`config.mk`:
```
export PLATFORM = sky130hd
export DESIGN_NAME = tdm_bri_mux
export DESIGN_NICKNAME = d
export VERILOG_FILES = /design/src/rtl/tdm_bri_mux.sv
export SDC_FILE = /design/constraint.sdc
export NUM_CORES = 1
export LEC_CHECK = 0
export BUFFER_PORTS_ARGS = -buffer_cell sky130_fd_sc_hd__buf_4
export CORE_AREA = 2 2 197 199
export CTS_CLUSTER_SIZE = 14
export DETAILED_ROUTE_END_ITERATION = 7
export DIE_AREA = 0 0 199 201
export PLACE_DENSITY_LB_ADDON = 0.12
export SLEW_MARGIN = 20
export SYNTH_ARGS = -nofsm -noshare
export SYNTH_HDL_FRONTEND = slang
export SYNTH_SLANG_ARGS = --single-unit
```
`constraint.sdc`:
```
create_clock -name clk -period 12.49 [get_ports clk]
set_clock_uncertainty 0.15 [all_clocks]
set_input_delay 1.249 -clock clk [delete_from_list [all_inputs] [get_ports clk]]
set_output_delay 1.249 -clock clk [all_outputs]
set_load 0.01 [all_outputs]
```
`src/rtl/tdm_bri_mux.sv`:
```
module tdm_bri_mux #(
  parameter int MAX_IF    = 10,
  parameter int SLOTS     = 32,
  parameter int SLOT_BITS = 8,
  parameter int D_LIVE    = 2
) (
  input  logic                              clk,
  input  logic                              rst_n,
  input  logic                              fsync,
  input  logic                              rx_line,
  input  logic [$clog2(MAX_IF+1)-1:0]       n_active,
  input  logic [3*MAX_IF*SLOT_BITS-1:0]     tx_chan,
  output logic                              tx_line,
  output logic                              tx_load,
  output logic [$clog2(SLOTS)-1:0]          tx_slot,
  output logic                              rx_valid,
  output logic [$clog2(SLOTS)-1:0]          rx_slot,
  output logic [3*MAX_IF*SLOT_BITS-1:0]     rx_chan
);
  localparam int W  = SLOT_BITS;
  localparam int SW = $clog2(SLOTS);
  localparam int BW = $clog2(SLOT_BITS);
  localparam int PW = SW + BW;
  localparam logic [W-1:0] KEEP = {{D_LIVE{1'b1}}, {(W-D_LIVE){1'b0}}};

  logic [PW-1:0] cnt, pos;
  logic [BW-1:0] bitn;
  logic [SW-1:0] slot;
  logic [W-1:0]  tx_sh, raw, tx_byte, rx_full, rx_store;
  logic [W-2:0]  rx_sh;
  logic          live, is_d;
  int            nact, idx;

  assign pos     = fsync ? '0 : cnt;
  assign bitn    = pos[BW-1:0];
  assign slot    = pos[PW-1:BW];
  assign rx_full = {rx_sh, rx_line};

  always_comb begin
    nact = int'(n_active);
    if (nact > MAX_IF) nact = MAX_IF;
    live = int'(slot) < 3 * nact;
    is_d = (int'(slot) % 3) == 2;
    idx  = live ? int'(slot) : 0;
    raw  = tx_chan[idx*W +: W];
  end

  assign tx_byte  = !live ? '1 : (is_d ? (raw | ~KEEP) : raw);
  assign rx_store = is_d ? (rx_full & KEEP) : rx_full;

  always_ff @(posedge clk) begin
    if (!rst_n) begin
      cnt      <= '0;
      tx_line  <= 1'b1;
      tx_sh    <= '1;
      tx_load  <= 1'b0;
      tx_slot  <= '0;
      rx_sh    <= '0;
      rx_valid <= 1'b0;
      rx_slot  <= '0;
      rx_chan  <= '0;
    end else begin
      cnt   <= pos + 1'b1;
      rx_sh <= rx_full[W-2:0];
      if (bitn == '0) begin
        tx_line <= tx_byte[W-1];
        tx_sh   <= {tx_byte[W-2:0], 1'b1};
        tx_load <= 1'b1;
        tx_slot <= slot;
      end else begin
        tx_line <= tx_sh[W-1];
        tx_sh   <= {tx_sh[W-2:0], 1'b1};
        tx_load <= 1'b0;
      end
      if (bitn == BW'(W-1) && live) begin
        rx_chan[idx*W +: W] <= rx_store;
        rx_valid            <= 1'b1;
        rx_slot             <= slot;
      end else begin
        rx_valid <= 1'b0;
      end
    end
  end
endmodule

```
Word-level counts from Yosys, hierarchy flattened
Cells that the tools add are included.
{ "totals": {"regBits": 276, "input_bits": 248, "output_inout_bits": 253, "elab_cells": 33} }
{ "classes": {"add_sub_neg": 2, "multipliers": 1, "div_mod_pow": 1, "n_lt_le_gt_ge": 2, "eq_ne": 2, "shift": 3, "mux": 11, "n_reduce_logical": 2} }
{ "ops": {"columns": ["op", "count"], "rows": [
  ["$bwmux W240", 1],
  ["$shift A8 B33 Y240 const A", 1],
  ["$shiftx A240 B9 Y8", 1],
  ["$shiftx A8 B33 Y240", 1],
  ["$neg A8 Y33", 1],
  ["$eq A32 B3 Y1 const B", 1],
  ["$lt A6 B32 Y1", 1],
  ["$mod A6 B3 Y32 const B", 1],
  ["$mul A3 B32 Y32 const A", 1],
  ["$mux W8", 3],
  ["$mux W6", 2],
  ["$add A8 B1 Y8 const B", 1],
  ["$mux W5", 1],
  ["$gt A4 B4 Y1 const B", 1],
  ["$mux W4", 1],
  ["$eq A3 B3 Y1 const B", 1],
  ["$logic_not A3 Y1", 1],
  ["$mux W1", 3],
  ["$logic_and A1 B1 Y1", 1]
]} }

Logic depth before layout (Yosys ltp)
{ "logic_depth": {"depth_word": 9, "ltp_mapped": 22, "mapped_depth_nobuf": 18} }

Worst setup path before layout
OpenSTA, ideal clock, no wires.
{ "synth_timing": {"path_kind": "input to register", "from": "input n_active[2]", "to": "register rx_chan[32]", "arrival_time_ns": 5.524, "required_ns": 12.208, "path_slack_ns": 6.684, "cell_stages": 20, "n_path_buf": 4, "path_cell_list": "a21o_1 > ha_1 > ha_1 > fa_1 > inv_1 > ha_1 > o21a_1 > o21ai_1 > a211oi_2 > buf_4 > nor2_1 > inv_1 > ha_1 > clkbuf_1 > or4_1 > buf_2 > or3_1 > clkbuf_1 > nand2_1 > a21oi_1"} }
{ "synth_via": {"elab_chain_len": 8} }
{ "synth_rtl": {"columns": ["element", "line", "rtl"], "rows": [
  ["start: declaration", "11", "input logic [$clog2(MAX_IF+1)-1:0] n_active,"],
  ["$gt A4 B4 Y1", "41", "if (nact > MAX_IF) nact = MAX_IF;"],
  ["$mux W4 *", "41", null],
  ["$mul A3 B32 Y32 *", "42", "live = int'(slot) < 3 * nact;"],
  ["$lt A6 B32 Y1 *", "42", null],
  ["$mux W5", "44", "idx = live ? int'(slot) : 0;"],
  ["$neg A8 Y33", "76", "rx_chan[idx*W +: W] <= rx_store;"],
  ["$shiftx A8 B33 Y240 / $shift A8 B33 Y240 (equally long branches)", "76", null],
  ["$bwmux W240", "76", null],
  ["end signal: indexed assignment", "76", null],
  ["end: declaration", "18", "output logic [3*MAX_IF*SLOT_BITS-1:0] rx_chan"]
]} }
Every way passes the cells marked *; elsewhere a longest branch is shown, timed or not.
A chain may end at the register's enable or synchronous reset.

Final worst setup path
{ "layout_timing": {"from": "input n_active[2]", "to": "register rx_chan[9]"} }
The elaborated chain is that of the path after synthesis.

==> flow_metrics.env <==
export IMPL_status="complete, no violations"
export IMPL_top_layer="met4"
export IMPL_max_slew_worst_pin_slew_ns=1.08
export IMPL_ir_worst_vdd_mv=0.0954
export IMPL_via_count=14600
export IMPL_root_buffer="clkbuf_16"
export IMPL_netlist_instances=1713
export IMPL_firstDrtPassIters=7
export IMPL_synth_edf_count=0
export IMPL_synth_most_common_cell="nand2_1"
export IMPL_leakage_uw=0.00712
export IMPL_dpl_cell_area_um2=17300
export IMPL_place_port_buffers=500
export IMPL_intPower_uw=1420
export IMPL_grt_pass1_vias=13700
export IMPL_wl_met3_um=5300
export IMPL_ys_ff_latch=275
export IMPL_synth_area_leader_cell="dfxtp_1"
export IMPL_cts_tree="yes"
export IMPL_dp_cells=2597
export IMPL_cts_buffers=29
export IMPL_worst_slack_ns=6.09
export IMPL_setup_violations=0
export IMPL_drive_gt1_share_pct=29.4
export IMPL_post_cts_repair_setup_buffers=0
export IMPL_swShare_pct=22.8
export IMPL_ctsHoldBuffers=0
export IMPL_die_area_um2=40000
export IMPL_grt_pass1_wl_um=89500
export IMPL_grt_ovfl_total=0
export IMPL_async_flop_share_pct=0
export IMPL_combPwrFrac_pct=7.3
export IMPL_cts_sinks=275
export IMPL_synth_top_area_share_pct=41.1
export IMPL_rows=72
export IMPL_worst_setup_path_start_kind="input pin"
export IMPL_drv_slew=0
export IMPL_pre_cts_slack_ns=5.60
export IMPL_syn2layout_area_growth_pct=35.7
export IMPL_dpl_hpwl_um=44100
export IMPL_slew_headroom_pct=28.2
export IMPL_postSynthNetCount=1976
export IMPL_ff2ff_setup_slack_ns=6.57
export IMPL_crit_path_start="n_active[2]"
export IMPL_cp_required_ns=12.83
export IMPL_final_hold_viol_count=0
export IMPL_final_cell_count_no_fill=2648
export IMPL_pwr_share_seq_pct=48.1
export IMPL_yosys_warnings=0
export IMPL_grt_max_degree=89
export IMPL_fin_crit_sh_pct=51.3
export IMPL_place_congestion=0.931
export IMPL_totalWireLength_um=60800
export IMPL_via_per_inst=5.50
export IMPL_wire_per_inst_um=23.0
export IMPL_holdCritPathClass="register to register"
export IMPL_max_cap_violations=0
export IMPL_rsz0062_at_grt="no"
export IMPL_clkTransAtPathRegs_ns=0.06
export IMPL_fin_tns_setup_ns=0
export IMPL_dieWidth_um=199
export IMPL_drc=0
export IMPL_cp_end_kind="register"
export IMPL_synthTopCellsByCount="nand2_1 (300), dfxtp_1 (275), a21oi_1 (235)"
export IMPL_crit_arrival_ns=6.74
export IMPL_drt_iter0_drc=1155
export IMPL_cellPowerDensity_nw_per_um2=101
export IMPL_worstPathMaxFanout=12
export IMPL_diodes=0
export IMPL_ctsLongestPathBuffers=3
export IMPL_core_um2=38100
export IMPL_wl_met1_um=25800
export IMPL_r2r_start="cnt[7]"
export IMPL_r2r_end="rx_chan[9]"
export IMPL_pin_count=501
export IMPL_dr_wl_met2_um=28400
export IMPL_synth_area_leaders="dfxtp_1 (41%), a21oi_1 (8.8%), nand2_1 (8.4%)"
export IMPL_ctsHtreeMaxLevel=1
export IMPL_period_needed_ns=6.40
export IMPL_nNetsFinal=2373
export IMPL_synth_avg_cell_area_um2=7.82
export IMPL_max_freq_mhz=156
export IMPL_p_sw_uw=419
export IMPL_die_y_um=201
export IMPL_criticalPathCategory="input pin to register"
export IMPL_start_util_pct=35.1
export IMPL_cts_resized=0
export IMPL_synthFlopType="dfxtp_1"
export IMPL_ant_nets=0
export IMPL_synth_seq_area_share_pct=41.1
export IMPL_crit_end="rx_chan[9]"
export IMPL_ys_types=77
export IMPL_synth_area_um2=13400
export IMPL_final_util_pct=47.7
export IMPL_pwr_share_clk_pct=44.7
export IMPL_grt_use_total_pct=29.4
export IMPL_postLayoutCellArea_um2=18200
export IMPL_antenna_found_initial=0
export IMPL_clkLatencyLatePin_ns=0.56
export IMPL_r2r_cells=14
[power groups by stage]
stage | sequential (uW) | clock, uW | combinational, uW
6_report | 882 | 820 | 134
5_1_grt | 882 | 877 | 143
4_1_cts | 882 | 839 | 133
3_5_place_dp | 902 | 0 | 132
3_3_place_gp | 902 | 0 | 132
2_1_floorplan | 901 | 0 | 49.9
[flip-flops by register name, summed over array words and instances, names as in the netlist]
| name | count |
|---|---|
| cnt | 8 |
| tx_sh | 7 |
| tx_load | 1 |
| tx_line | 1 |
| rx_slot | 5 |
| rx_chan | 240 |
| rx_sh | 7 |
| tx_slot | 5 |
| rx_valid | 1 |
[metal layers]
metal / vias up / GRT usage (%)
met5: - / 0
met3: 87 / 6.55
li1: 6868 / -
met2: 626 / 47.8
met1: 6994 / 39.7
met4: 0 / 6.29
[per-stage QoR]
step	hold slack (ns)	total power, uW
global route	0.322	1900
CTS	0.301	1850
global placement	0.277	1030
finish	0.300	1840
detailed placement	0.286	1030
floorplan	0.273	951
[layout by cell type (no fill, tap or decap), types with 22 or more instances in the layout]
cell / instances
clkbuf_16: 29
buf_4: 524
nand2_1: 300
a21oi_1: 235
nand3_1: 187
o21ai_0: 78
mux2i_1: 35
o22ai_1: 40
nor3_1: 25
and2_1: 22
dfxtp_1: 274
nor2_1: 88
[critical path, cell delays in order]
cell	delay, ns
buf_4	0.12
a21o_1	0.20
ha_1	0.29
ha_1	0.24
fa_1	0.54
inv_1	0.04
ha_1	0.26
o21a_1	0.19
o21ai_1	0.44
a211oi_4	0.09
nor2_1	0.59
inv_1	0.11
ha_1	0.37
nand3b_1	0.47
nand2b_1	0.38
nor3_1	0.85
nand3_1	0.15
a21oi_1	0.16
[how the worst min path moves through the flow]
stage                        start  endpoint  depth (start not counted)
final                     tx_sh[2]  tx_sh[3]                          1
after floorplan           tx_sh[1]  tx_sh[2]                          1
after global placement    tx_sh[4]  tx_sh[5]                          1
after global routing      tx_sh[2]  tx_sh[3]                          1
after CTS                 tx_sh[2]  tx_sh[3]                          1
after detailed placement  tx_sh[2]  tx_sh[3]                          1
[logic make-up after synthesis]
kind of cell             after synthesis  share of synthesized area, %
flip-flops                           275                          41.1
XOR/XNOR                               9                         0.589
multiplexers                          61                          5.42
buffers and inverters                176                          6.06
adder cells (fa/ha/maj)               15                          1.46
AND/OR/NAND/NOR                      708                          24.5
AO/OA/AOI/OAI                        469                          20.8
[layout make-up]
cell class                      count  area [um2]
Fill cell                        3835       19900
Multi-Input combinational cell   1262        7110
Sequential cell                   275        5510
Timing Repair Buffer              524        3930
Clock buffer                       47         853
Tap cell                          518         648
Inverter                           18        75.1
Clock inverter                      4        40.0
Note: power is estimated with default switching activity, not from simulation.
